$ cat src/rtl/gpio_irq_pkg.sv
package gpio_irq_pkg;
  localparam int REG_AW = 5;

  typedef enum logic [1:0] {
    TRG_LOW  = 2'b00,
    TRG_HIGH = 2'b01,
    TRG_RISE = 2'b10,
    TRG_FALL = 2'b11
  } trig_mode_e;

  localparam logic [REG_AW-1:0] OFS_OUT  = 5'h00;
  localparam logic [REG_AW-1:0] OFS_DIR  = 5'h04;
  localparam logic [REG_AW-1:0] OFS_PAD  = 5'h08;
  localparam logic [REG_AW-1:0] OFS_CFGL = 5'h0C;
  localparam logic [REG_AW-1:0] OFS_CFGH = 5'h10;
  localparam logic [REG_AW-1:0] OFS_MASK = 5'h14;
  localparam logic [REG_AW-1:0] OFS_STAT = 5'h18;
endpackage

$ cat src/rtl/gpio_sync.sv
module gpio_sync #(
  parameter int W = 32
) (
  input  logic         clk,
  input  logic         rst_n,
  input  logic [W-1:0] d,
  output logic [W-1:0] q
);
  logic [W-1:0] meta_q;

  always_ff @(posedge clk or negedge rst_n) begin
    if (!rst_n) begin
      meta_q <= '0;
      q      <= '0;
    end else begin
      meta_q <= d;
      q      <= meta_q;
    end
  end
endmodule

$ cat src/rtl/gpio_trig.sv
module gpio_trig
  import gpio_irq_pkg::*;
#(
  parameter int NPIN = 32
) (
  input  logic              clk,
  input  logic              rst_n,
  input  logic [NPIN-1:0]   lvl,
  input  logic [2*NPIN-1:0] cfg,
  output logic [NPIN-1:0]   trig
);
  logic [NPIN-1:0] prev_q;

  always_ff @(posedge clk or negedge rst_n) begin
    if (!rst_n) prev_q <= '0;
    else        prev_q <= lvl;
  end

  for (genvar g = 0; g < NPIN; g++) begin : g_pin
    trig_mode_e mode;
    assign mode = trig_mode_e'(cfg[2*g +: 2]);
    always_comb begin
      case (mode)
        TRG_LOW:  trig[g] = !lvl[g];
        TRG_HIGH: trig[g] = lvl[g];
        TRG_RISE: trig[g] = lvl[g] && !prev_q[g];
        default:  trig[g] = !lvl[g] && prev_q[g];
      endcase
    end
  end
endmodule

$ cat src/rtl/gpio_stat.sv
module gpio_stat #(
  parameter int NPIN = 32
) (
  input  logic            clk,
  input  logic            rst_n,
  input  logic [NPIN-1:0] trig,
  input  logic [NPIN-1:0] clr,
  output logic [NPIN-1:0] stat_q
);
  always_ff @(posedge clk or negedge rst_n) begin
    if (!rst_n) stat_q <= '0;
    else        stat_q <= (stat_q & ~clr) | trig;
  end
endmodule

$ cat src/rtl/gpio_irq_port.sv
module gpio_irq_port
  import gpio_irq_pkg::*;
#(
  parameter int NPIN = 32
) (
  input  logic              clk,
  input  logic              rst_n,
  input  logic [REG_AW-1:0] bus_addr,
  input  logic              bus_we,
  input  logic [NPIN-1:0]   bus_wdata,
  output logic [NPIN-1:0]   bus_rdata,
  input  logic [NPIN-1:0]   pin_in,
  output logic [NPIN-1:0]   pin_out,
  output logic [NPIN-1:0]   pin_oe,
  output logic              irq
);
  localparam int CW = 2 * NPIN;

  logic [NPIN-1:0] out_q, dir_q, mask_q;
  logic [CW-1:0]   cfg_q;
  logic [NPIN-1:0] pad_w, trig_w, stat_q, clr_w;

  always_ff @(posedge clk or negedge rst_n) begin
    if (!rst_n) begin
      out_q  <= '0;
      dir_q  <= '0;
      mask_q <= '0;
      cfg_q  <= '0;
    end else if (bus_we) begin
      case (bus_addr)
        OFS_OUT:  out_q  <= bus_wdata;
        OFS_DIR:  dir_q  <= bus_wdata;
        OFS_MASK: mask_q <= bus_wdata;
        OFS_CFGL: cfg_q[NPIN-1:0]  <= bus_wdata;
        OFS_CFGH: cfg_q[CW-1:NPIN] <= bus_wdata;
        default: ;
      endcase
    end
  end

  assign clr_w = (bus_we && bus_addr == OFS_STAT) ? bus_wdata : '0;

  gpio_sync #(.W(NPIN)) sync_i (
    .clk(clk), .rst_n(rst_n), .d(pin_in), .q(pad_w)
  );

  gpio_trig #(.NPIN(NPIN)) trig_i (
    .clk(clk), .rst_n(rst_n), .lvl(pad_w), .cfg(cfg_q), .trig(trig_w)
  );

  gpio_stat #(.NPIN(NPIN)) stat_i (
    .clk(clk), .rst_n(rst_n), .trig(trig_w), .clr(clr_w), .stat_q(stat_q)
  );

  always_comb begin
    case (bus_addr)
      OFS_OUT:  bus_rdata = out_q;
      OFS_DIR:  bus_rdata = dir_q;
      OFS_PAD:  bus_rdata = pad_w;
      OFS_CFGL: bus_rdata = cfg_q[NPIN-1:0];
      OFS_CFGH: bus_rdata = cfg_q[CW-1:NPIN];
      OFS_MASK: bus_rdata = mask_q;
      OFS_STAT: bus_rdata = stat_q;
      default:  bus_rdata = '0;
    endcase
  end

  assign pin_out = out_q;
  assign pin_oe  = dir_q;
  assign irq     = |(stat_q & mask_q);
endmodule

$ cat config.mk
export PLATFORM = sky130hd
export DESIGN_NAME = gpio_irq_port
export DESIGN_NICKNAME = d
export VERILOG_FILES = /design/src/rtl/gpio_irq_pkg.sv /design/src/rtl/gpio_sync.sv /design/src/rtl/gpio_trig.sv /design/src/rtl/gpio_stat.sv /design/src/rtl/gpio_irq_port.sv
export SDC_FILE = /design/constraint.sdc
export NUM_CORES = 1
export LEC_CHECK = 0
export BUFFER_PORTS_ARGS = -buffer_cell sky130_fd_sc_hd__buf_2
export CAP_MARGIN = 10
export CORE_AREA = 2 2 183 185
export CTS_BUF_LIST = sky130_fd_sc_hd__clkbuf_2 sky130_fd_sc_hd__clkbuf_4 sky130_fd_sc_hd__clkbuf_8
export CTS_CLUSTER_SIZE = 20
export DETAILED_ROUTE_END_ITERATION = 12
export DIE_AREA = 0 0 185 187
export GPL_ROUTABILITY_DRIVEN = 0
export PLACE_DENSITY = 0.67
export SYNTH_ARGS = -nofsm -noshare
export SYNTH_HDL_FRONTEND = slang
export SYNTH_SLANG_ARGS = --single-unit
$ cat constraint.sdc
create_clock -name clk -period 1.4 [get_ports clk]
set_input_delay 0.14 -clock clk [delete_from_list [all_inputs] [get_ports clk]]
set_output_delay 0.14 -clock clk [all_outputs]
set_load 0.01 [all_outputs]
## Word-level counts from Yosys, hierarchy flattened

Cells that the tools add are included.

- Register bits after elaboration: 288
- Input port bits: 72
- Output and inout bits: 97

- Multiplexer cells: 34
- Reduce and logical (&&, ||, !) cells: 168
- Equality and inequality tests: 70
- Bitwise logic cells: 4

Operator list:

| operator | count |
|---|---|
| $pmux W32 S7 | 1 |
| $pmux W1 S3 | 32 |
| $logic_and A1 B1 Y1 | 65 |
| $and A32 B32 Y32 | 2 |
| $eq A2 B1 Y1 const B | 32 |
| $eq A2 B2 Y1 const B | 32 |
| $logic_not A1 Y1 | 64 |
| $logic_not A2 Y1 | 32 |
| $mux W32 | 1 |
| $not A32 Y32 | 1 |
| $or A32 B32 Y32 | 1 |
| $reduce_or A32 Y1 | 1 |
| $eq A5 B5 Y1 const B | 3 |
| $eq A5 B4 Y1 const B | 2 |
| $reduce_and A2 Y1 | 5 |
| $eq A5 B3 Y1 const B | 1 |
| $logic_not A5 Y1 | 1 |

## Longest topological paths before layout

- Depth in word-level cells: 6
- Mapped depth: 6

## Modules after synthesis

A second synthesis with hierarchy kept.

- Cells, all modules: 970
- Area total of the unflattened synthesis: 12758.5 µm²

By module, submodules not included:

| module | sequential area each (µm²) | instances | cells an instance | area each (µm²) |
|---|---|---|---|---|
| gpio_irq_port | 4003.8 | 1 | 619 | 7956.4 |
| gpio_trig | 800.8 | 1 | 191 | 2039.5 |
| gpio_sync | 1601.5 | 1 | 64 | 1601.5 |
| gpio_stat | 800.8 | 1 | 96 | 1161.1 |

## Least setup slack after synthesis

Ideal clock, no wire load.

- Path type: input to output
- Start point: input bus_addr[4]
- End point: output bus_rdata[12]
- Buffers on the path: 3
- Data arrival time: 1367 ps
- Stages: 6
- Setup slack: -107 ps
- Cells stage by stage: buf_2 or4b_1 buf_2 buf_6 o22ai_1 a211o_1

- Longest elaborated chain between the ends: 2
- Elaborated cells on any way between the ends: 8
- Those cells by class: 6 x eq/ne; 1 x mux; 1 x reduce/logical

RTL lines:

| what | line | source |
|---|---|---|
| start, declared | gpio_irq_port.sv:8 | `input logic [REG_AW-1:0] bus_addr,` |
| $eq A5 B5 Y1, or another cell as far along | gpio_irq_port.sv:56 | `case (bus_addr)` |
| $pmux W32 S7 * | gpio_irq_port.sv:56 |  |
| end, declared | gpio_irq_port.sv:11 | `output logic [NPIN-1:0] bus_rdata,` |

Every way passes the cells marked *; elsewhere a longest branch is shown, timed or not.

## Worst setup path in the final report

- Start point: register stat_i.stat_q[24]
- End point: output irq

- Longest elaborated chain between the ends: 2

RTL lines:

| what | line | source |
|---|---|---|
| start, declared | gpio_stat.sv:8 | `output logic [NPIN-1:0] stat_q` |
| start signal, assigned | gpio_stat.sv:12 | `else stat_q <= (stat_q & ~clr) \| trig;` |
| $and A32 B32 Y32 | gpio_irq_port.sv:70 | `assign irq = \|(stat_q & mask_q);` |
| $reduce_or A32 Y1 | gpio_irq_port.sv:70 |  |
| end, declared | gpio_irq_port.sv:15 | `output logic irq` |

No other way between the ends.

==> metrics.md <==
| Metric | Value |
|---|---|
| Status | `complete, but fails checks` |
| Failing checks | `setup timing` |
| I/O Buffers | `168` |
| PD cells | `1341 nW/um^2` |
| Hold endpoint | `stat_i.stat_q[17]` |
| Vias per cell | `5.442` |
| First-pass GRT wire length | `64180 um` |
| Compound-cell area share of the yosys netlist | `8.405%` |
| Final setup vio count | `33` |
| Yosys top cell area share | `56.23%` |
| Crit share post-route | `160.8%` |
| Number of core rows | `67` |
| Synthesized flop and latch total | `288` |
| Adder-Cell Fraction of Synth Area | `0%` |
| Syn Nets | `1070` |
| Largest net degree at the start of global routing | `70` |
| Netlist cell types | `33` |
| Delay-heaviest family, CP | `simple AND/OR/NAND/NOR gates` |
| Final WS setup | `-0.8518 ns` |
| Ys flop type | `dfrtp_1` |
| RSZ-0062 raised after global routing | `true` |
| Largest family of logic cells by synthesized area | `multiplexers` |
| Metal1 wirelength | `17360 um` |
| Worst Hold Class | `primary input to flip-flop` |
| Die width | `185 um` |
| Number of buffers created by CTS | `50` |
| Instance count of the mapped netlist | `998` |
| Core Area | `32860 um^2` |
| Largest fanout on the critical path | `2` |
| Die Y | `187 um` |
| FF-to-FF End | `stat_i.stat_q[29]` |
| Met3 wire length | `3070 um` |
| Root buf cell | `clkbuf_8` |
| Die area | `34600 um^2` |
| Crit path launch type | `flip-flop` |
| Met2 WL | `19110 um` |
| Vias in the first global route | `10978` |
| Req. time, crit path | `1.26 ns` |
| DR top layer | `met4` |
| Io pins | `169` |
| Skew-Pair Late Insertion Delay | `0.57 ns` |
| Slew headroom | `72.82%` |
| Synth area leaders | `dfrtp_1, mux2_2, mux2i_1` |
| Diode count | `0` |
| Path depth of the worst reg2reg path | `3` |
| Initial antenna violation count | `0` |
| Tightest Pin Transition | `0.4064 ns` |
| Top-count cell post-synth | `dfrtp_1` |
| VDD IR-drop max | `0.9457 mV` |
| Fill cells | `2826` |
| Fin crit period | `2.252 ns` |
| WL per Instance | `21.73 um` |
| Hold depth | `3` |
| Max cap viols | `0` |
| Layout cells sized above 1 | `46.99%` |
| Multi-input logic area | `5410 um^2` |
| Hold_sp | `bus_wdata[17]` |
| Setup CP Type | `flip-flop to output pin` |
| DRC | `0` |
| Layout area overhead | `38.39%` |
| Htree depth | `2` |
| Commonest cells post-synth | `dfrtp_1, mux2_2, mux2i_1, nand3_1, nand3b_1` |
| First DRT Iteration DRCs | `762` |
| CTS sink cnt | `288` |
| CTS tree | `yes` |
| Avg Inst Size Synth | `12.84 um^2` |
| Clock skew | `0.01536 ns` |
| Reg-to-reg startpoint | `cfg_q[59]` |
| Final hold violations | `0` |
| Post-Syn Area | `12820 um^2` |
| Estimated wirelength of the detail-placed design | `28860 um` |
| Worst path max stage delay | `0.57 ns` |
| Final WL | `41460 um` |
| Peak Freq | `0.4441 GHz` |
| FF+latch area | `7223 um^2` |
| Reg-to-reg setup timing slack | `0.15 ns` |
| Synth Warn # | `0` |
| P_leak | `8.291 nW` |
| Layout Nets | `1492` |
| Sequential fraction of the synthesis area | `56.23%` |
| Max clock buf depth | `3` |
| All-Layer GR Usage | `24.40%` |
| Xor-xnor portion of the synthesized cell area | `1.025%` |
| Critical path endpoint category | `output pin` |
| CTS clk-pin slew, worst paths | `0.06 ns` |
| Synth area leader | `dfrtp_1` |
| Slowest library cell on the worst path | `or4_4` |
| Mux cell area share after synthesis | `20.45%` |
| Crit path buf inv count | `1` |
| Drt first pass iters | `5` |
| Fin cells | `1908` |
| Synth async-reset ratio | `100.0%` |
| Critical path cell sequence | `a22oi_2, nand4_1, or4_4, buf_6` |
| Grt ovf | `0` |
| Worst hold slack | `0.04377 ns` |
| Via count | `10384` |
| Dpl cells | `1712` |
| Final Slew Violations | `0` |
| Initial Utilization | `39.00%` |
| Post-DRT Antenna Nets | `0` |
| EDFF count, synth | `0` |
| Post-synthesis simple-gate area fraction | `11.34%` |
| Data arrival, critical path | `2.11 ns` |
-- cell usage in the layout (no fill, tap or decap), types with 17 or more instances in the layout --
cell and count:
a211o_1 17, a21oi_1 25, a221o_1 32, buf_12 19, buf_2 164, buf_4 149, buf_6 32, clkbuf_8 66
dfrtp_1 275, dlygate4sd3_1 69, mux2_2 169, mux2i_1 57, nand3_1 63, nand3b_1 52, nand4_1 51, nor2_1 31
o22ai_1 17, or2_2 17
-- timing repair --
action / in CTS / in global routing
resized for setup: 53 / 19
pin swaps: 35 / 13
hold buffers: 69 / 0
hold endpoints to repair: 474 / 0
gates cloned: 0 / 0
setup endpoints to repair: 33 / 35
setup buffers: 32 / 11
-- layout make-up --
cell class              instances  share of cell area [%]
flip-flops and latches        288                   40.72
multi-input cells             645                   30.50
clock buffers                  80                   5.713
inverters                       1                 0.02116
well taps                     448                   3.160
clock inverters                12                  0.7971
repair buffers                434                   19.09
-- registers in the layout (all words and copies together) (netlist names) --
register,cells
cfg_q,64
mask_q,32
pin_oe,32
pin_out,32
stat_i.stat_q,32
sync_i.meta_q,32
sync_i.q,32
trig_i.prev_q,32
-- layer usage --
layer	vias to the layer above	track usage [%]
met4	0	10.96
met3	118	4.576
li1	4608	-
met5	-	0
met1	5217	33.20
met2	441	37.99
-- kinds of logic (layout without fill, tap and decap cells) --
| family | count (synthesis) | in the layout |
|---|---|---|
| XOR/XNOR | 15 | 15 |
| buffers and inverters | 65 | 527 |
| multiplexers | 240 | 240 |
| flip-flops | 288 | 288 |
| AO/OA/AOI/OAI | 147 | 147 |
| AND/OR/NAND/NOR | 243 | 243 |
-- through the flow --
stage                     util, %  worst slack [ns]  cell area (um^2)  setup TNS [ns]  power [mW]
after floorplan                 -          -0.02100             12880         -0.4308       12.45
after global placement      46.81           -0.3503             15380          -44.10       14.53
after global routing        53.98           -0.8936             17740          -16.48       24.84
after CTS                   53.59           -0.8563             17610          -15.01       23.77
final                       53.98           -0.8518             17740          -14.49       23.78
after detailed placement    46.81           -0.3881             15380          -44.75       14.67
-- tightest hold or removal path, cell delays in order --
cell and delay, ns:
buf_2 0.13, nand4_1 0.14, a221o_1 0.17
-- how the worst max path moves through the flow --
stage / from / end / slack, ns / cells past startpoint
5_1_grt: stat_i.stat_q[20] / irq / -0.89 / 4
6_report: stat_i.stat_q[24] / irq / -0.85 / 4
4_1_cts: stat_i.stat_q[21] / irq / -0.86 / 4
2_1_floorplan: bus_addr[2] / bus_rdata[13] / -0.02 / 6
3_5_place_dp: bus_addr[1] / bus_rdata[9] / -0.39 / 6
3_3_place_gp: bus_addr[1] / bus_rdata[6] / -0.35 / 6
-- power by group --
| part | switching, mW | leakage, nW | internal [mW] |
|---|---|---|---|
| clock network | 3.51 | 0.613 | 5.14 |
| registers | 0.970 | 3.43 | 9.40 |
| logic | 2.12 | 4.24 | 2.63 |
| total | 6.60 | 8.29 | 17.2 |
No activity file was read; power rests on OpenSTA's default activity.
